### config.mk
export PLATFORM = sky130hd
export DESIGN_NAME = ata_sector_seq
export DESIGN_NICKNAME = d
export VERILOG_FILES = /design/src/rtl/ata_seq_pkg.sv /design/src/rtl/ata_bus_cycle.sv /design/src/rtl/ata_seq_datapath.sv /design/src/rtl/ata_seq_ctrl.sv /design/src/rtl/ata_sector_seq.sv
export SDC_FILE = /design/constraint.sdc
export NUM_CORES = 1
export LEC_CHECK = 0
export BUFFER_PORTS_ARGS = -buffer_cell sky130_fd_sc_hd__buf_2
export CAP_MARGIN = 20
export CORE_MARGIN = 1
export CORE_UTILIZATION = 52
export CTS_BUF_LIST = sky130_fd_sc_hd__clkbuf_4
export CTS_CLUSTER_SIZE = 8
export DETAILED_ROUTE_END_ITERATION = 6
export PLACE_DENSITY = 0.79
export SYNTH_ARGS = -nofsm -noshare
export SYNTH_HDL_FRONTEND = slang
export SYNTH_HIERARCHICAL = 1
export SYNTH_SLANG_ARGS = --single-unit
### constraint.sdc
create_clock -name clk -period 3.5 [get_ports clk]
set_clock_uncertainty 0.1 [all_clocks]
set_input_delay 0.35 -clock clk [delete_from_list [all_inputs] [get_ports clk]]
set_output_delay 0.35 -clock clk [all_outputs]
set_load 0.02 [all_outputs]
### src/rtl/ata_seq_pkg.sv
package ata_seq_pkg;

  typedef enum logic [1:0] {
    ACC_TASK   = 2'd0,
    ACC_STATUS = 2'd1,
    ACC_DATA   = 2'd2
  } accKind_t;

  typedef struct packed {
    logic     go;
    logic     rd;
    accKind_t kind;
    logic     loadParams;
    logic     clrStep;
    logic     incStep;
    logic     clrPoll;
    logic     incPoll;
    logic     bufWrite;
  } ctlStrobes_t;

  localparam logic [7:0] ST_BUSY  = 8'h80;
  localparam logic [7:0] ST_DRQ   = 8'h58;
  localparam logic [7:0] ST_READY = 8'h50;
  localparam logic [7:0] CMD_READ  = 8'h20;
  localparam logic [7:0] CMD_WRITE = 8'h30;
  localparam logic [7:0] ONE_SECTOR = 8'h01;

  localparam logic [2:0] RA_DATA   = 3'h0;
  localparam logic [2:0] RA_COUNT  = 3'h2;
  localparam logic [2:0] RA_SECTOR = 3'h3;
  localparam logic [2:0] RA_CYL_LO = 3'h4;
  localparam logic [2:0] RA_CYL_HI = 3'h5;
  localparam logic [2:0] RA_DRVHD  = 3'h6;
  localparam logic [2:0] RA_CMDSTS = 3'h7;

  localparam int TASK_STEPS = 6;

endpackage

### src/rtl/ata_bus_cycle.sv
module ata_bus_cycle #(
  parameter int DATA_W   = 16,
  parameter int STROBE_W = 8,
  parameter int ADDR_W   = 3
) (
  input  logic                clk,
  input  logic                rstN,
  input  logic                go,
  input  logic                rd,
  input  logic [ADDR_W-1:0]   addr,
  input  logic [DATA_W-1:0]   wdata,
  input  logic [STROBE_W-1:0] strobeLen,
  input  logic [DATA_W-1:0]   dataIn,
  output logic [ADDR_W-1:0]   busAddr,
  output logic                ce1N,
  output logic                iordN,
  output logic                iowrN,
  output logic [DATA_W-1:0]   dataOut,
  output logic                dataOutEn,
  output logic [DATA_W-1:0]   rdData,
  output logic                accDone
);

  typedef enum logic [1:0] {B_IDLE, B_SETUP, B_STROBE, B_HOLD} bState_t;

  bState_t             state;
  logic [STROBE_W-1:0] cnt;
  logic                rdQ;
  logic [ADDR_W-1:0]   addrQ;
  logic [DATA_W-1:0]   wdataQ;
  logic [DATA_W-1:0]   rdataQ;
  logic                active;

  always_ff @(posedge clk) begin
    if (!rstN) begin
      state  <= B_IDLE;
      cnt    <= '0;
      rdQ    <= 1'b0;
      addrQ  <= '0;
      wdataQ <= '0;
      rdataQ <= '0;
    end else begin
      case (state)
        B_IDLE: begin
          if (go) begin
            addrQ  <= addr;
            rdQ    <= rd;
            wdataQ <= wdata;
            state  <= B_SETUP;
          end
        end
        B_SETUP: begin
          cnt   <= (strobeLen == '0) ? '0 : strobeLen - 1'b1;
          state <= B_STROBE;
        end
        B_STROBE: begin
          if (cnt == '0) begin
            if (rdQ) rdataQ <= dataIn;
            state <= B_HOLD;
          end else begin
            cnt <= cnt - 1'b1;
          end
        end
        default: state <= B_IDLE;
      endcase
    end
  end

  assign active    = (state != B_IDLE);
  assign ce1N      = !active;
  assign busAddr   = active ? addrQ : '0;
  assign iordN     = !((state == B_STROBE) && rdQ);
  assign iowrN     = !((state == B_STROBE) && !rdQ);
  assign dataOutEn = active && !rdQ;
  assign dataOut   = dataOutEn ? wdataQ : '0;
  assign rdData    = rdataQ;
  assign accDone   = (state == B_HOLD);

  AST_STROBE_SELECTED: assert property (@(posedge clk) disable iff (!rstN)
    (!iordN || !iowrN) |-> !ce1N) else $error("strobe without select");

  AST_SETUP_BEFORE_STROBE: assert property (@(posedge clk) disable iff (!rstN)
    ($fell(iordN) || $fell(iowrN)) |-> ($past(!ce1N) && $stable(busAddr)))
    else $error("no setup clock");

  AST_HOLD_AFTER_STROBE: assert property (@(posedge clk) disable iff (!rstN)
    ($rose(iordN) || $rose(iowrN)) |-> (!ce1N && $stable(busAddr)))
    else $error("no hold clock");

  AST_GO_ONLY_IDLE: assert property (@(posedge clk) disable iff (!rstN)
    go |-> (state == B_IDLE)) else $error("access issued while bus cycle busy");

endmodule

### src/rtl/ata_seq_datapath.sv
module ata_seq_datapath
  import ata_seq_pkg::*;
#(
  parameter int DATA_W   = 16,
  parameter int STROBE_W = 8,
  parameter int POLL_W   = 16,
  parameter int WORDS    = 256,
  parameter int STEP_W   = 8
) (
  input  logic                clk,
  input  logic                rstN,
  input  ctlStrobes_t         ctl,
  input  logic                isWrite,
  input  logic [15:0]         cylinder,
  input  logic [3:0]          head,
  input  logic                driveSel,
  input  logic [7:0]          sectorNum,
  input  logic [STROBE_W-1:0] strobeLen,
  input  logic [POLL_W-1:0]   pollLimit,
  input  logic [DATA_W-1:0]   dataIn,
  input  logic [DATA_W-1:0]   bufRdData,
  output logic [2:0]          busAddr,
  output logic                ce1N,
  output logic                iordN,
  output logic                iowrN,
  output logic [DATA_W-1:0]   dataOut,
  output logic                dataOutEn,
  output logic [STEP_W-1:0]   bufAddr,
  output logic                bufWrEn,
  output logic [DATA_W-1:0]   bufWrData,
  output logic                accDone,
  output logic [7:0]          statusByte,
  output logic                taskLast,
  output logic                wordLast,
  output logic                pollExpired,
  output logic                isWriteQ
);

  logic [15:0]         cylQ;
  logic [3:0]          headQ;
  logic                drvQ;
  logic [7:0]          sectQ;
  logic [STROBE_W-1:0] strobeLenQ;
  logic [POLL_W-1:0]   pollLimitQ;
  logic [STEP_W-1:0]   stepCnt;
  logic [POLL_W-1:0]   pollCnt;
  logic [2:0]          taskAddr;
  logic [7:0]          taskByte;
  logic [2:0]          accAddr;
  logic [DATA_W-1:0]   accWdata;
  logic [DATA_W-1:0]   rdData;

  always_ff @(posedge clk) begin
    if (!rstN) begin
      cylQ       <= '0;
      headQ      <= '0;
      drvQ       <= 1'b0;
      sectQ      <= '0;
      isWriteQ   <= 1'b0;
      strobeLenQ <= '0;
      pollLimitQ <= '0;
    end else if (ctl.loadParams) begin
      cylQ       <= cylinder;
      headQ      <= head;
      drvQ       <= driveSel;
      sectQ      <= sectorNum;
      isWriteQ   <= isWrite;
      strobeLenQ <= strobeLen;
      pollLimitQ <= pollLimit;
    end
  end

  always_ff @(posedge clk) begin
    if (!rstN) begin
      stepCnt <= '0;
      pollCnt <= '0;
    end else begin
      if (ctl.loadParams || ctl.clrStep) stepCnt <= '0;
      else if (ctl.incStep)              stepCnt <= stepCnt + 1'b1;
      if (ctl.loadParams || ctl.clrPoll) pollCnt <= '0;
      else if (ctl.incPoll)              pollCnt <= pollCnt + 1'b1;
    end
  end

  always_comb begin
    case (stepCnt[2:0])
      3'd0:    begin taskAddr = RA_CYL_LO; taskByte = cylQ[7:0]; end
      3'd1:    begin taskAddr = RA_CYL_HI; taskByte = cylQ[15:8]; end
      3'd2:    begin taskAddr = RA_DRVHD;  taskByte = {3'b101, drvQ, headQ}; end
      3'd3:    begin taskAddr = RA_SECTOR; taskByte = sectQ; end
      3'd4:    begin taskAddr = RA_COUNT;  taskByte = ONE_SECTOR; end
      default: begin taskAddr = RA_CMDSTS; taskByte = isWriteQ ? CMD_WRITE : CMD_READ; end
    endcase
  end

  always_comb begin
    case (ctl.kind)
      ACC_TASK:   begin accAddr = taskAddr;  accWdata = {{(DATA_W-8){1'b0}}, taskByte}; end
      ACC_STATUS: begin accAddr = RA_CMDSTS; accWdata = '0; end
      default:    begin accAddr = RA_DATA;   accWdata = bufRdData; end
    endcase
  end

  ata_bus_cycle #(
    .DATA_W  (DATA_W),
    .STROBE_W(STROBE_W),
    .ADDR_W  (3)
  ) u_bus (
    .clk      (clk),
    .rstN     (rstN),
    .go       (ctl.go),
    .rd       (ctl.rd),
    .addr     (accAddr),
    .wdata    (accWdata),
    .strobeLen(strobeLenQ),
    .dataIn   (dataIn),
    .busAddr  (busAddr),
    .ce1N     (ce1N),
    .iordN    (iordN),
    .iowrN    (iowrN),
    .dataOut  (dataOut),
    .dataOutEn(dataOutEn),
    .rdData   (rdData),
    .accDone  (accDone)
  );

  assign statusByte  = rdData[7:0];
  assign taskLast    = (stepCnt == STEP_W'(TASK_STEPS - 1));
  assign wordLast    = (stepCnt == STEP_W'(WORDS - 1));
  assign pollExpired = ({1'b0, pollCnt} + {{POLL_W{1'b0}}, 1'b1}) >= {1'b0, pollLimitQ};
  assign bufAddr     = stepCnt;
  assign bufWrEn     = ctl.bufWrite;
  assign bufWrData   = rdData;

  AST_BUFWR_READ_ONLY: assert property (@(posedge clk) disable iff (!rstN)
    bufWrEn |-> (!isWriteQ && accDone && busAddr == RA_DATA))
    else $error("buffer write outside read burst");

  AST_TASK_STEP_RANGE: assert property (@(posedge clk) disable iff (!rstN)
    (ctl.go && ctl.kind == ACC_TASK) |-> (stepCnt < STEP_W'(TASK_STEPS)))
    else $error("task step out of range");

  AST_POLL_BOUND: assert property (@(posedge clk) disable iff (!rstN)
    (pollLimitQ != '0) |-> (pollCnt < pollLimitQ))
    else $error("poll counter passed limit");

endmodule

### src/rtl/ata_seq_ctrl.sv
module ata_seq_ctrl
  import ata_seq_pkg::*;
(
  input  logic        clk,
  input  logic        rstN,
  input  logic        start,
  input  logic        isWriteQ,
  input  logic        accDone,
  input  logic [7:0]  statusByte,
  input  logic        taskLast,
  input  logic        wordLast,
  input  logic        pollExpired,
  output ctlStrobes_t ctl,
  output logic        busy,
  output logic        done,
  output logic        error
);

  typedef enum logic [3:0] {
    S_IDLE, S_TASK_GO, S_TASK_WAIT, S_POLLA_GO, S_POLLA_WAIT,
    S_XFER_GO, S_XFER_WAIT, S_POLLB_GO, S_POLLB_WAIT
  } sState_t;

  sState_t state, nextState;
  logic    setDone, setErr;

  always_comb begin
    ctl       = '0;
    ctl.kind  = ACC_TASK;
    nextState = state;
    setDone   = 1'b0;
    setErr    = 1'b0;
    case (state)
      S_IDLE: begin
        if (start) begin
          ctl.loadParams = 1'b1;
          nextState      = S_TASK_GO;
        end
      end
      S_TASK_GO: begin
        ctl.go    = 1'b1;
        ctl.kind  = ACC_TASK;
        nextState = S_TASK_WAIT;
      end
      S_TASK_WAIT: begin
        if (accDone) begin
          if (taskLast) begin
            ctl.clrPoll = 1'b1;
            nextState   = S_POLLA_GO;
          end else begin
            ctl.incStep = 1'b1;
            nextState   = S_TASK_GO;
          end
        end
      end
      S_POLLA_GO, S_POLLB_GO: begin
        ctl.go    = 1'b1;
        ctl.rd    = 1'b1;
        ctl.kind  = ACC_STATUS;
        nextState = (state == S_POLLA_GO) ? S_POLLA_WAIT : S_POLLB_WAIT;
      end
      S_POLLA_WAIT: begin
        ctl.kind = ACC_STATUS;
        if (accDone) begin
          if (statusByte[0]) begin
            setErr    = 1'b1;
            nextState = S_IDLE;
          end else if (statusByte == ST_DRQ) begin
            ctl.clrStep = 1'b1;
            nextState   = S_XFER_GO;
          end else if (pollExpired) begin
            setErr    = 1'b1;
            nextState = S_IDLE;
          end else begin
            ctl.incPoll = 1'b1;
            nextState   = S_POLLA_GO;
          end
        end
      end
      S_XFER_GO: begin
        ctl.go    = 1'b1;
        ctl.rd    = !isWriteQ;
        ctl.kind  = ACC_DATA;
        nextState = S_XFER_WAIT;
      end
      S_XFER_WAIT: begin
        ctl.kind = ACC_DATA;
        if (accDone) begin
          ctl.bufWrite = !isWriteQ;
          if (wordLast) begin
            ctl.clrPoll = 1'b1;
            nextState   = S_POLLB_GO;
          end else begin
            ctl.incStep = 1'b1;
            nextState   = S_XFER_GO;
          end
        end
      end
      S_POLLB_WAIT: begin
        ctl.kind = ACC_STATUS;
        if (accDone) begin
          if (statusByte[0]) begin
            setErr    = 1'b1;
            nextState = S_IDLE;
          end else if (statusByte == ST_READY) begin
            setDone   = 1'b1;
            nextState = S_IDLE;
          end else if (pollExpired) begin
            setErr    = 1'b1;
            nextState = S_IDLE;
          end else begin
            ctl.incPoll = 1'b1;
            nextState   = S_POLLB_GO;
          end
        end
      end
      default: nextState = S_IDLE;
    endcase
  end

  always_ff @(posedge clk) begin
    if (!rstN) begin
      state <= S_IDLE;
      done  <= 1'b0;
      error <= 1'b0;
    end else begin
      state <= nextState;
      done  <= setDone;
      error <= setErr;
    end
  end

  assign busy = (state != S_IDLE);

  AST_DONE_ERR_EXCLUSIVE: assert property (@(posedge clk) disable iff (!rstN)
    !(done && error)) else $error("done and error together");

  AST_END_IS_IDLE: assert property (@(posedge clk) disable iff (!rstN)
    (done || error) |-> !busy) else $error("busy at end of sequence");

  AST_END_AFTER_READ: assert property (@(posedge clk) disable iff (!rstN)
    (done || error) |-> $past(accDone)) else $error("end not tied to a completed read");

  AST_START_ACCEPTED: assert property (@(posedge clk) disable iff (!rstN)
    (start && !busy) |=> busy) else $error("start not accepted");

  AST_NO_RELOAD_BUSY: assert property (@(posedge clk) disable iff (!rstN)
    busy |-> !ctl.loadParams) else $error("parameters reloaded mid-sequence");

endmodule

### src/rtl/ata_sector_seq.sv
module ata_sector_seq
  import ata_seq_pkg::*;
#(
  parameter int DATA_W   = 16,
  parameter int STROBE_W = 8,
  parameter int POLL_W   = 16,
  parameter int WORDS    = 256,
  localparam int STEP_W  = (WORDS > 8) ? $clog2(WORDS) : 3
) (
  input  logic                clk,
  input  logic                rstN,
  input  logic                start,
  input  logic                isWrite,
  input  logic [15:0]         cylinder,
  input  logic [3:0]          head,
  input  logic                driveSel,
  input  logic [7:0]          sectorNum,
  input  logic [STROBE_W-1:0] strobeLen,
  input  logic [POLL_W-1:0]   pollLimit,
  output logic [2:0]          busAddr,
  output logic                ce1N,
  output logic                iordN,
  output logic                iowrN,
  output logic [DATA_W-1:0]   dataOut,
  output logic                dataOutEn,
  input  logic [DATA_W-1:0]   dataIn,
  output logic [STEP_W-1:0]   bufAddr,
  input  logic [DATA_W-1:0]   bufRdData,
  output logic                bufWrEn,
  output logic [DATA_W-1:0]   bufWrData,
  output logic                busy,
  output logic                done,
  output logic                error
);

  ctlStrobes_t ctl;
  logic        accDone;
  logic [7:0]  statusByte;
  logic        taskLast;
  logic        wordLast;
  logic        pollExpired;
  logic        isWriteQ;

  ata_seq_ctrl u_ctrl (
    .clk        (clk),
    .rstN       (rstN),
    .start      (start),
    .isWriteQ   (isWriteQ),
    .accDone    (accDone),
    .statusByte (statusByte),
    .taskLast   (taskLast),
    .wordLast   (wordLast),
    .pollExpired(pollExpired),
    .ctl        (ctl),
    .busy       (busy),
    .done       (done),
    .error      (error)
  );

  ata_seq_datapath #(
    .DATA_W  (DATA_W),
    .STROBE_W(STROBE_W),
    .POLL_W  (POLL_W),
    .WORDS   (WORDS),
    .STEP_W  (STEP_W)
  ) u_dp (
    .clk        (clk),
    .rstN       (rstN),
    .ctl        (ctl),
    .isWrite    (isWrite),
    .cylinder   (cylinder),
    .head       (head),
    .driveSel   (driveSel),
    .sectorNum  (sectorNum),
    .strobeLen  (strobeLen),
    .pollLimit  (pollLimit),
    .dataIn     (dataIn),
    .bufRdData  (bufRdData),
    .busAddr    (busAddr),
    .ce1N       (ce1N),
    .iordN      (iordN),
    .iowrN      (iowrN),
    .dataOut    (dataOut),
    .dataOutEn  (dataOutEn),
    .bufAddr    (bufAddr),
    .bufWrEn    (bufWrEn),
    .bufWrData  (bufWrData),
    .accDone    (accDone),
    .statusByte (statusByte),
    .taskLast   (taskLast),
    .wordLast   (wordLast),
    .pollExpired(pollExpired),
    .isWriteQ   (isWriteQ)
  );

endmodule

### Word level (Yosys, flattened, before mapping)

Cells that the tools add are included.

| storage, ports and cells | value |
|---|---|
| register bits after elaboration | 130 |
| input port bits | 89 |
| output and inout bits | 51 |
| word-level logic and storage cells | 149 |

| operators by class | value |
|---|---|
| add/sub/neg operators | 5 |
| magnitude comparators | 1 |
| eq/ne operators | 28 |
| mux-type cells | 63 |
| bitwise logic cells | 3 |
| reductions and logical operators | 31 |

Operator list:

| operator | count |
|---|---|
| 8-bit one-hot mux with 5 select lines | 1 |
| 4-bit two-way mux | 9 |
| 16-bit one-hot mux with 2 select lines | 1 |
| 4-bit one-hot mux with 8 select lines | 1 |
| 1-bit two-way mux | 28 |
| 16-bit by 1-bit adder with 17-bit output (second input constant) | 1 |
| 17-bit by 16-bit greater-or-equal comparator with 1-bit output | 1 |
| 16-bit by 1-bit adder with 16-bit output (second input constant) | 1 |
| 4-bit by 3-bit equality test with 1-bit output (second input constant) | 4 |
| 8-bit by 7-bit equality test with 1-bit output (second input constant) | 2 |
| 8-bit zero test | 2 |
| 16-bit two-way mux | 1 |
| 8-bit two-way mux | 2 |
| 2-bit inequality test (second input constant) | 8 |
| 8-bit one-hot mux with 2 select lines | 1 |
| 8-bit by 1-bit subtractor with 8-bit output (second input constant) | 2 |
| 3-bit one-hot mux with 5 select lines | 1 |
| 2-bit two-way mux | 7 |
| 4-bit OR reduction | 3 |
| 3-bit two-way mux | 3 |
| 8-bit by 1-bit adder with 8-bit output (second input constant) | 1 |
| 4-bit by 2-bit equality test with 1-bit output (second input constant) | 2 |
| 8-bit by 3-bit equality test with 1-bit output (second input constant) | 1 |
| 8-bit equality test (second input constant) | 1 |
| 25 further kinds | 47 |

### Longest topological paths before layout

Gate-level depths: netlist of run 1.

| depth | value |
|---|---|
| depth in word-level cells | 7 |
| depth in mapped cells | 18 |
| mapped depth without buffers | 17 |

### Modules after synthesis

Netlist of run 1, hierarchy kept.

By module, submodules not included:

| module | times used | cells each | area each (um^2) |
|---|---|---|---|
| ata_seq_datapath | 1 | 462 | 4280.4 |
| ata_bus_cycle | 1 | 270 | 2260.9 |
| ata_seq_ctrl | 1 | 90 | 609.3 |

### Least setup slack after synthesis of run 1

OpenSTA, ideal clock, no wires.

| path | value |
|---|---|
| kind | reg-to-reg |
| start | register u_dp.pollCnt[0] |
| end | register u_dp.pollCnt[10] |
| arrival time | 3.602 ns |
| data required time | 3.272 ns |
| slack | -0.330 ns |
| cell stages (with the launch flop) | 17 |
| period minus slack after synthesis | 3.830 ns |
| cell sequence | dfxtp_1 -> ha_1 -> nand4_1 -> nor3_2 -> xor2_1 -> ha_1 -> a21o_1 -> a21oi_1 -> nor2b_1 -> o31ai_1 -> o2111ai_1 -> nor2_1 -> nor4b_1 -> clkbuf_1 -> nand4_1 -> xor2_1 -> nor2_1 |

RTL lines:

| element | RTL line | source |
|---|---|---|
| start, declared | ata_seq_datapath.sv:46 | `logic [POLL_W-1:0] pollCnt;` |
| start signal, assigned | ata_seq_datapath.sv:81 | `else if (ctl.incPoll) pollCnt <= pollCnt + 1'b1;` |

==> impl_results.html, run 1 <==
<table>
<tr><th>Metric</th><th>Value</th></tr>
<tr><th colspan="2">Clock network</th></tr>
<tr><td>CTS Sinks</td><td>130</td></tr>
<tr><td>Total clock buffers created by CTS</td><td>17</td></tr>
<tr><td>Clock tree from TritonCTS</td><td>yes</td></tr>
<tr><td>Clock buffer depth</td><td>2</td></tr>
<tr><td>H-tree depth</td><td>4</td></tr>
<tr><td>Worst-skew pair later-pin latency</td><td>roughly 0.55 ns</td></tr>
<tr><td>Clk slew on worst S/H paths</td><td>0.13 ns</td></tr>
<tr><td>Clk root buf</td><td>sky130_fd_sc_hd__clkbuf_4</td></tr>
<tr><th colspan="2">Drt</th></tr>
<tr><td>Number of search-and-repair iterations in the first detailed-routing pass</td><td>5</td></tr>
<tr><td>Via density per instance</td><td>about 5.4</td></tr>
<tr><td>Detail Route Antenna Nets</td><td>0</td></tr>
<tr><td>DRC errors left</td><td>0</td></tr>
<tr><td>Routed WL</td><td>17.9 mm</td></tr>
<tr><td>Routed wire per std cell</td><td>about 15 um</td></tr>
<tr><td>Number of DRC markers after the initial detailed-route iteration</td><td>422</td></tr>
<tr><td>Routed via count</td><td>~6.5k</td></tr>
<tr><th colspan="2">Setup path</th></tr>
<tr><td>Most repeated library cell on the critical path</td><td>sky130_fd_sc_hd__nand4_1</td></tr>
<tr><td>Peak fanout along the critical path</td><td>3</td></tr>
<tr><td>Element type at the critical path end</td><td>register</td></tr>
<tr><td>Delay of the slowest critical-path stage</td><td>0.40 ns</td></tr>
<tr><td>Critical-path cell list</td><td>ha_4, nand4_1, nor3_2, xor2_1, ha_1, a21o_1, a21oi_2, nor2b_1, o31ai_1, o2111ai_1, nor2_1, nor4b_4, nand4_1, nor2_2, nand4_1, xnor2_1, nor2b_1</td></tr>
<tr><td>Signal arrival time at the worst endpoint</td><td>3.84 ns</td></tr>
<tr><td>Worst flop-to-flop path startpoint</td><td>u_dp/pollCnt[0]</td></tr>
<tr><td>Type of element launching the critical path</td><td>register</td></tr>
<tr><td>Worst endpoint required time</td><td>roughly 3.9 ns</td></tr>
<tr><td>Start-to-end type of the worst setup path</td><td>reg2reg</td></tr>
<tr><td>Source of the critical timing path</td><td>u_dp/pollCnt[0]</td></tr>
<tr><td>Worst path slowest cell</td><td>sky130_fd_sc_hd__dfxtp_2</td></tr>
<tr><th colspan="2">Synth</th></tr>
<tr><td>Syn avg cell area</td><td>between 8 and 9 um2</td></tr>
<tr><td>Post-Synthesis Net Count</td><td>about 940</td></tr>
<tr><td>Post-synthesis cell type count</td><td>73</td></tr>
<tr><td>Number of instances in the synthesized netlist</td><td>slightly above 800</td></tr>
<tr><td>Sequential share of the synthesized area</td><td>a little over a third</td></tr>
<tr><td>Synthesis-stage register bit count</td><td>130</td></tr>
<tr><td>Primary FF master, synth</td><td>sky130_fd_sc_hd__dfxtp_1</td></tr>
<tr><td>Post-Syn Area</td><td>7150 um2</td></tr>
<tr><td>Synth Warn #</td><td>6</td></tr>
<tr><td>Async set or reset register ratio after synthesis</td><td>0%</td></tr>
<tr><td>Number of enable flip-flop cells after synthesis</td><td>0</td></tr>
<tr><th colspan="2">Global route</th></tr>
<tr><td>Global route total overflow</td><td>0</td></tr>
<tr><td>Initial antenna violation count</td><td>2</td></tr>
<tr><td>GRT Total Usage</td><td>25.4%</td></tr>
<tr><td>Global-route wire length before repair</td><td>around 29 mm</td></tr>
<tr><td>Pin count of the biggest net entering global routing</td><td>61</td></tr>
<tr><td>Via count of the first global-routing pass</td><td>between 6k and 7k</td></tr>
<tr><th colspan="2">Placed design</th></tr>
<tr><td>Detailed Place HPWL</td><td>11.6 mm</td></tr>
<tr><td>Cell count after placement</td><td>between 1k and 1.5k</td></tr>
<tr><td>Final weighted congestion of routability-driven global placement</td><td>0.844</td></tr>
<tr><td>IO buf count</td><td>between 100 and 150</td></tr>
<tr><th colspan="2">Floorplanning</th></tr>
<tr><td>Initial Util</td><td>53.6%</td></tr>
<tr><td>Row Count</td><td>42</td></tr>
<tr><td>Height of the chip</td><td>between 100 and 150 um</td></tr>
<tr><td>Die outline area</td><td>around 14000 um2</td></tr>
<tr><td>Number of top-level design ports</td><td>140</td></tr>
<tr><td>Core ar.</td><td>approximately 13000 um2</td></tr>
<tr><td>Width of the chip</td><td>~120 um</td></tr>
<tr><th colspan="2">Final layout</th></tr>
<tr><td>Non-filler cells in the finished layout</td><td>1208</td></tr>
<tr><td>Utilization after layout</td><td>approximately two thirds</td></tr>
<tr><td>P&amp;R area growth vs syn</td><td>26.7%</td></tr>
<tr><td>Share of cells above drive strength 1</td><td>between 20% and 30%</td></tr>
<tr><td>Nets</td><td>around 1.1k</td></tr>
<tr><th colspan="2">Timing</th></tr>
<tr><td>Final Max Slew Viols</td><td>0</td></tr>
<tr><td>Number of hold violations in the final report</td><td>0</td></tr>
<tr><td>Ratio of final minimum period to clock period</td><td>~100%</td></tr>
<tr><td>Final setup vio count</td><td>0</td></tr>
<tr><td>Worst slew margin relative to its limit</td><td>just over 40%</td></tr>
<tr><td>Least-Margin Pin Slew</td><td>between 0.8 and 0.9 ns</td></tr>
<tr><td>Highest attainable clock frequency</td><td>~290 MHz</td></tr>
<tr><td>Final period demand of the worst path</td><td>~3.5 ns</td></tr>
<tr><td>RSZ-0062 raised after global routing</td><td>yes</td></tr>
<tr><td>Total Negative Setup Slacks</td><td>0 ns</td></tr>
<tr><th colspan="2">Pwr</th></tr>
<tr><td>Peak supply drop</td><td>roughly 0.00036 V</td></tr>
<tr><td>Leak</td><td>about 0.0038 uW</td></tr>
<tr><td>Areal power density over the cells</td><td>between 500 and 600 nW/um2</td></tr>
<tr><th colspan="2">Min path</th></tr>
<tr><td>Class of the most critical hold timing path</td><td>in2reg</td></tr>
<tr><td>Hold Path Origin</td><td>bufRdData[9]</td></tr>
<tr><th colspan="2">Run status</th></tr>
<tr><td>Run status</td><td>completed</td></tr>
<tr><th colspan="2">Flow run</th></tr>
<tr><td>Max Cap Violations</td><td>0</td></tr>
</table>
power by group:
part | leakage, uW | switching, uW | internal, uW
Combinational | 0.00260 | 923 | 721
Clock | 0.000168 | 594 | 503
Sequential | 0.00106 | 183 | 1660
cell usage after synthesis (11+ instances only):
library cell               instances  share of area (%)
sky130_fd_sc_hd__a21oi_1          45                3.1
sky130_fd_sc_hd__and2_1           26                2.3
sky130_fd_sc_hd__clkbuf_1         34                1.8
sky130_fd_sc_hd__dfxtp_1         130                 36
sky130_fd_sc_hd__ha_1             30                5.2
sky130_fd_sc_hd__inv_1            35                1.8
sky130_fd_sc_hd__mux2i_1          76                 11
sky130_fd_sc_hd__nand2_1          79                4.1
sky130_fd_sc_hd__nand3_1          18                1.3
sky130_fd_sc_hd__nand4_1          14                1.2
sky130_fd_sc_hd__nor2_1           62                3.3
sky130_fd_sc_hd__nor2b_1          62                5.4
sky130_fd_sc_hd__o21ai_0          26                1.8
sky130_fd_sc_hd__xnor2_1          11                1.3
sky130_fd_sc_hd__xor2_1           26                3.2
metrics by stage:
step	hold WS, ns	power [uW]	cell area [um2]	worst slack (ns)
6_report	0.0546	4580	9060	0.00868
5_1_grt	0.0155	4880	9060	-0.274
4_1_cts	0.00294	4570	8900	0.0116
3_5_place_dp	0.343	3400	7880	-0.00761
3_3_place_gp	0.339	3370	7880	0.0983
2_1_floorplan	0.332	3040	7170	0.00841
layout by cell type, fill, tap and decap left out, drive strengths merged, types with 10 or more instances in the layout:
cell type	n
buf	166
dfxtp	130
nand2	80
mux2i	76
dlygate4sd3	71
nor2	63
nor2b	62
a21oi	46
inv	38
ha	30
xor2	26
o21ai	26
and2	26
nand3	20
clkbuf	17
nand4	14
xnor2	11
nand2b	10
nor4	10
nor3	10
worst max-delay path, delay by kind of cell, from the launching register on:
kind | cells | cell delay, ns
simple gates | 9 | 1.40
flops | 1 | 0.40
fa+ha+maj | 2 | 0.43
xor+xnor | 2 | 0.35
compound gates | 4 | 0.71
logic make-up after synthesis:
logic type	Yosys count	synth area share, %
xor gates and xnor gates	37	4.53
and+or+nand+nor	323	24.6
DFF	130	36.4
adders and majority gates	30	5.25
buffers and inverters	96	6.70
AOI/OAI and AO/OA	130	11.9
muxes	76	10.6
path summary, 6_finish.rpt:
kind                           endpoint  slack [ns]  depth (start not counted)
setup reg to reg       u_dp/pollCnt[15]       0.009                         17
setup / recovery       u_dp/pollCnt[15]       0.009                         17
hold reg to reg   u_dp/u_bus/wdataQ[13]        0.36                          2
hold / removal     u_dp/u_bus/wdataQ[9]        0.05                          4
layout make-up:
| cell class | instances | area, um2 |
|---|---|---|
| clock buffers | 17 | 128 |
| well taps | 176 | 220 |
| multi-input cells | 596 | 4150 |
| flip-flops and latches | 130 | 2620 |
| fillers | 1054 | 4290 |
| clock inverters | 15 | 183 |
| repair buffers | 237 | 1630 |
| inverters | 35 | 131 |
| diodes | 2 | 5.00 |
sequential cells by signal (all words and copies together) (netlist names):
signal and cells:
u_ctrl/done 1, u_ctrl/error 1, u_ctrl/state 4, u_dp/bufAddr 8
u_dp/cylQ 16, u_dp/drvQ 1, u_dp/headQ 4, u_dp/isWriteQ 1
u_dp/pollCnt 16, u_dp/pollLimitQ 16, u_dp/sectQ 8, u_dp/strobeLenQ 8
u_dp/u_bus/addrQ 3, u_dp/u_bus/cnt 8, u_dp/u_bus/rdData 16, u_dp/u_bus/rdQ 1
u_dp/u_bus/state 2, u_dp/u_bus/wdataQ 16
what timing repair did:
item / 4_1_cts / 5_1_grt
pin swaps: 3 / 6
hold endpoints to repair: 71 / 0
setup buffers: 0 / 8
cloned: 0 / 1
hold buffers: 71 / 0
gates resized for setup: 4 / 27
endpoints found under the setup margin: 11 / 16
layer usage:
metal  global-route usage [%]  vias up  part of all wire, %
met5                        0        -                0.062
li1                         -     3222                    -
met4                     9.89        2                  1.6
met1                     32.4     3019                   45
met3                     5.27       28                  5.5
met2                     41.9      205                   48
No activity file was read; power rests on OpenSTA's default activity.
==> run 2, diff against run 1 <==
Settings changed: CAP_MARGIN 20 to not set, CELL_PAD_IN_SITES_DETAIL_PLACEMENT set to 1, CELL_PAD_IN_SITES_GLOBAL_PLACEMENT set to 1, CORE_MARGIN 1 to 8, CORE_UTILIZATION 52 to 39, PLACE_DENSITY 0.79 to not set, PLACE_DENSITY_LB_ADDON set to 0.1.
==> impl_results.html, run 2 (synthesized netlist as in run 1, its figures left out) <==
<table>
<tr><th>Metric</th><th>Value</th></tr>
<tr><th colspan="2">Final layout</th></tr>
<tr><td>Leading cell type in the layout, fill and taps excluded</td><td>sky130_fd_sc_hd__buf_2</td></tr>
<tr><td>Commonest cells after routing, fill and taps aside</td><td>sky130_fd_sc_hd__buf_2 (139), sky130_fd_sc_hd__dfxtp_1 (124), sky130_fd_sc_hd__nand2_1 (78)</td></tr>
<tr><td>Nets</td><td>1144 (+0.70%)</td></tr>
<tr><td>Utilization after layout</td><td>51.3% (-17 points)</td></tr>
<tr><td>P&amp;R area growth vs syn</td><td>28.8%</td></tr>
<tr><td>Total area of multi-input combinational cells</td><td>4140 um2 (-0.27%)</td></tr>
<tr><td>Share of cells above drive strength 1</td><td>23.4% (+0.40 points)</td></tr>
<tr><td>Combined flip-flop and latch cell area</td><td>2610 um2 (-0.24%)</td></tr>
<tr><td>Final-layout fill cell count</td><td>2141 (+100%)</td></tr>
<tr><th colspan="2">Floorplanning</th></tr>
<tr><td>Initial Util</td><td>39.8% (-14 points)</td></tr>
<tr><td>Width of the chip</td><td>151 um (+27%)</td></tr>
<tr><td>Height of the chip</td><td>151 um (+27%)</td></tr>
<tr><td>Number of top-level design ports</td><td>140 (unchanged)</td></tr>
<tr><td>Die outline area</td><td>22900 um2 (+61%)</td></tr>
<tr><td>Row Count</td><td>49 (+17%)</td></tr>
<tr><td>Core ar.</td><td>18000 um2 (+35%)</td></tr>
<tr><th colspan="2">Setup path</th></tr>
<tr><td>Worst endpoint required time</td><td>3.84 ns (about the same)</td></tr>
<tr><td>Signal arrival time at the worst endpoint</td><td>3.88 ns (+0.04 ns)</td></tr>
<tr><td>Source of the critical timing path</td><td>u_dp/pollCnt[1]</td></tr>
<tr><td>R2R Path End</td><td>u_dp/pollCnt[12]</td></tr>
<tr><td>Worst flop-to-flop path startpoint</td><td>u_dp/pollCnt[1]</td></tr>
<tr><td>Type of element launching the critical path</td><td>register</td></tr>
<tr><td>R2r worst-path depth</td><td>18 (+1)</td></tr>
<tr><td>Peak fanout along the critical path</td><td>7 (+4)</td></tr>
<tr><td>Element type at the critical path end</td><td>register</td></tr>
<tr><td>Register-to-register path setup slack</td><td>-0.04 ns (-0.05 ns)</td></tr>
<tr><td>Capturing element of the worst setup path</td><td>u_dp/pollCnt[12]</td></tr>
<tr><td>Start-to-end type of the worst setup path</td><td>reg2reg</td></tr>
<tr><th colspan="2">Drt</th></tr>
<tr><td>Number of search-and-repair iterations in the first detailed-routing pass</td><td>4 (-1)</td></tr>
<tr><td>Met1 wire length</td><td>9.54 mm (+18%)</td></tr>
<tr><td>Routed WL</td><td>22.3 mm (+25%)</td></tr>
<tr><td>DRC errors left</td><td>0 (unchanged)</td></tr>
<tr><td>Number of DRC markers after the initial detailed-route iteration</td><td>301 (-29%)</td></tr>
<tr><td>Via density per instance</td><td>5.12 (-4.5%)</td></tr>
<tr><td>Total met3 wirelength after detailed routing</td><td>1.34 mm (+37%)</td></tr>
<tr><td>Routed via count</td><td>6494 (+0.28%)</td></tr>
<tr><td>Top layer reached by signal wires</td><td>met4</td></tr>
<tr><td>Routed wire per std cell</td><td>17.6 um (+19%)</td></tr>
<tr><td>Detail Route Antenna Nets</td><td>0 (unchanged)</td></tr>
<tr><td>Met2 wire len</td><td>11.2 mm (+31%)</td></tr>
<tr><th colspan="2">Flow run</th></tr>
<tr><td>Max Cap Violations</td><td>0 (unchanged)</td></tr>
<tr><th colspan="2">Global route</th></tr>
<tr><td>Global route total overflow</td><td>0 (unchanged)</td></tr>
<tr><td>GRT Total Usage</td><td>19.5% (-5.9 points)</td></tr>
<tr><td>Via count of the first global-routing pass</td><td>7166 (+18%)</td></tr>
<tr><td>Initial antenna violation count</td><td>1 (-1)</td></tr>
<tr><td>Pin count of the biggest net entering global routing</td><td>49 (-20%)</td></tr>
<tr><td>Global-route wire length before repair</td><td>35.7 mm (+24%)</td></tr>
<tr><th colspan="2">Pwr</th></tr>
<tr><td>Portion of total power attributed to sequential cells</td><td>38.6% (-1.6 points)</td></tr>
<tr><td>Leak</td><td>0.00383 uW (about the same)</td></tr>
<tr><td>Switching share of total power</td><td>36.7% (-0.43 points)</td></tr>
<tr><td>Combinational group share of total power</td><td>36.0% (about the same)</td></tr>
<tr><td>Clock group share of total power</td><td>25.5% (+1.6 points)</td></tr>
<tr><td>Design internal power</td><td>3020 uW (+4.9%)</td></tr>
<tr><td>Areal power density over the cells</td><td>519 nW/um2 (+2.6%)</td></tr>
<tr><td>Peak supply drop</td><td>0.000312 V (-12%)</td></tr>
<tr><td>Switching component of the power</td><td>1750 uW (+3.0%)</td></tr>
<tr><th colspan="2">Clock network</th></tr>
<tr><td>Total clock buffers created by CTS</td><td>17 (unchanged)</td></tr>
<tr><td>Clk root buf</td><td>sky130_fd_sc_hd__clkbuf_4</td></tr>
<tr><td>Clock buffer depth</td><td>2 (unchanged)</td></tr>
<tr><td>Clk slew on worst S/H paths</td><td>0.13 ns (about the same)</td></tr>
<tr><td>H-tree depth</td><td>4 (unchanged)</td></tr>
<tr><td>Clock tree from TritonCTS</td><td>yes</td></tr>
<tr><td>CTS Sinks</td><td>130 (unchanged)</td></tr>
<tr><td>Worst-skew pair later-pin latency</td><td>0.54 ns (about the same)</td></tr>
<tr><th colspan="2">Timing</th></tr>
<tr><td>RSZ-0062 raised after global routing</td><td>yes</td></tr>
<tr><td>Highest attainable clock frequency</td><td>282 MHz (-1.5%)</td></tr>
<tr><td>Number of hold violations in the final report</td><td>0 (unchanged)</td></tr>
<tr><td>Final period demand of the worst path</td><td>3.54 ns (+0.0528 ns)</td></tr>
<tr><td>Worst hold slack after final layout</td><td>0.0871 ns (+0.0325 ns)</td></tr>
<tr><td>Worst slew margin relative to its limit</td><td>38.9% (-1.5 points)</td></tr>
<tr><td>Final setup vio count</td><td>7 (+7)</td></tr>
<tr><td>Ratio of final minimum period to clock period</td><td>101% (+1.5 points)</td></tr>
<tr><td>Least-Margin Pin Slew</td><td>0.914 ns (+0.0228 ns)</td></tr>
<tr><td>Final Max Slew Viols</td><td>0 (unchanged)</td></tr>
<tr><td>Final worst setup slack</td><td>-0.0441 ns (-0.0528 ns)</td></tr>
<tr><th colspan="2">Run status</th></tr>
<tr><td>Violations in the final reports</td><td>negative setup slack</td></tr>
<tr><td>Run status</td><td>finished with violations</td></tr>
<tr><th colspan="2">Min path</th></tr>
<tr><td>Class of the most critical hold timing path</td><td>in2reg</td></tr>
<tr><th colspan="2">Placed design</th></tr>
<tr><td>Detailed Place HPWL</td><td>15.7 mm (+34%)</td></tr>
<tr><td>IO buf count</td><td>139 (unchanged)</td></tr>
<tr><td>Final weighted congestion of routability-driven global placement</td><td>0.827 (-1.9%)</td></tr>
</table>
-- run 2: metal layers --
| layer | vias up | track usage (%) |
|---|---|---|
| li1 | 3223 | - |
| met1 | 3114 | 22.4 |
| met2 | 139 | 34.8 |
| met3 | 18 | 4.99 |
| met4 | 0 | 5.54 |
| met5 | - | 0 |
-- run 2: worst min-delay path by stage --
stage          slack [ns]                     to                  from  cells after the start
3_3_place_gp         0.34   u_dp/u_bus/wdataQ[8]  u_dp/u_bus/wdataQ[8]                      2
6_report             0.09  u_dp/u_bus/wdataQ[12]         bufRdData[12]                      4
4_1_cts              0.04  u_dp/u_bus/wdataQ[15]         bufRdData[15]                      4
3_5_place_dp         0.35   u_dp/u_bus/wdataQ[0]  u_dp/u_bus/wdataQ[0]                      2
5_1_grt              0.05  u_dp/u_bus/wdataQ[12]         bufRdData[12]                      4
2_1_floorplan        0.33   u_dp/u_bus/wdataQ[0]  u_dp/u_bus/wdataQ[0]                      2
-- run 2: area by class of cell --
cell class / instances / area share (%)
Antenna cell: 2 / 0.0544
Timing Repair Buffer: 245 / 18.4
Sequential cell: 130 / 28.3
Clock buffer: 17 / 1.39
Multi-Input combinational cell: 596 / 44.9
Inverter: 35 / 1.43
Clock inverter: 15 / 2.32
Tap cell: 229 / 3.11
-- run 2: what timing repair did --
| action | 4_1_cts | 5_1_grt |
|---|---|---|
| endpoints found under the setup margin | 15 | 16 |
| gates resized for setup | 7 | 10 |
| buffers inserted | 7 | 7 |
| pin swaps | 15 | 13 |
| hold buffers | 70 | 0 |
| cloned | 0 | 0 |
| hold endpoints to repair | 70 | 0 |
-- run 2: critical path, cell delays in order (launching register included) --
cell and delay (ns):
sky130_fd_sc_hd__dfxtp_2 0.37, sky130_fd_sc_hd__ha_4 0.13, sky130_fd_sc_hd__nand4_1 0.20, sky130_fd_sc_hd__nor3_4 0.24, sky130_fd_sc_hd__xor2_1 0.20, sky130_fd_sc_hd__ha_1 0.27
sky130_fd_sc_hd__a21o_1 0.18, sky130_fd_sc_hd__a21oi_2 0.14, sky130_fd_sc_hd__nor2b_1 0.07, sky130_fd_sc_hd__o31ai_2 0.25, sky130_fd_sc_hd__o2111ai_2 0.19, sky130_fd_sc_hd__nor2_2 0.13
sky130_fd_sc_hd__nor4b_4 0.22, sky130_fd_sc_hd__buf_4 0.16, sky130_fd_sc_hd__buf_6 0.10, sky130_fd_sc_hd__clkbuf_4 0.19, sky130_fd_sc_hd__nand3_1 0.10, sky130_fd_sc_hd__xor2_1 0.16
sky130_fd_sc_hd__nor2_1 0.05
-- run 2: power by group through the flow --
| stage | Sequential [uW] | Clock (uW) | Combinational [uW] |
|---|---|---|---|
| final | 1840 | 1220 | 1720 |
| after global routing | 1870 | 1330 | 1880 |
| after CTS | 1840 | 1270 | 1710 |
| after detailed placement | 1870 | 0 | 1640 |
| after global placement | 1850 | 0 | 1560 |
| after floorplan | 1790 | 0 | 1260 |
-- run 2: through the flow --
| stage | instances | TNS, ns | setup WS [ns] | cell area (um2) | power, uW |
|---|---|---|---|---|---|
| final | 1269 | -0.183 | -0.0441 | 9210 | 4770 |
| after detailed placement | 1151 | -1.13 | -0.211 | 7990 | 3500 |
| after CTS | 1260 | -0.465 | -0.162 | 9100 | 4810 |
| after floorplan | 822 | 0 | 0.00841 | 7170 | 3040 |
| after global placement | 1151 | 0 | 0.0673 | 7990 | 3420 |
| after global routing | 1269 | -4.47 | -0.319 | 9210 | 5080 |
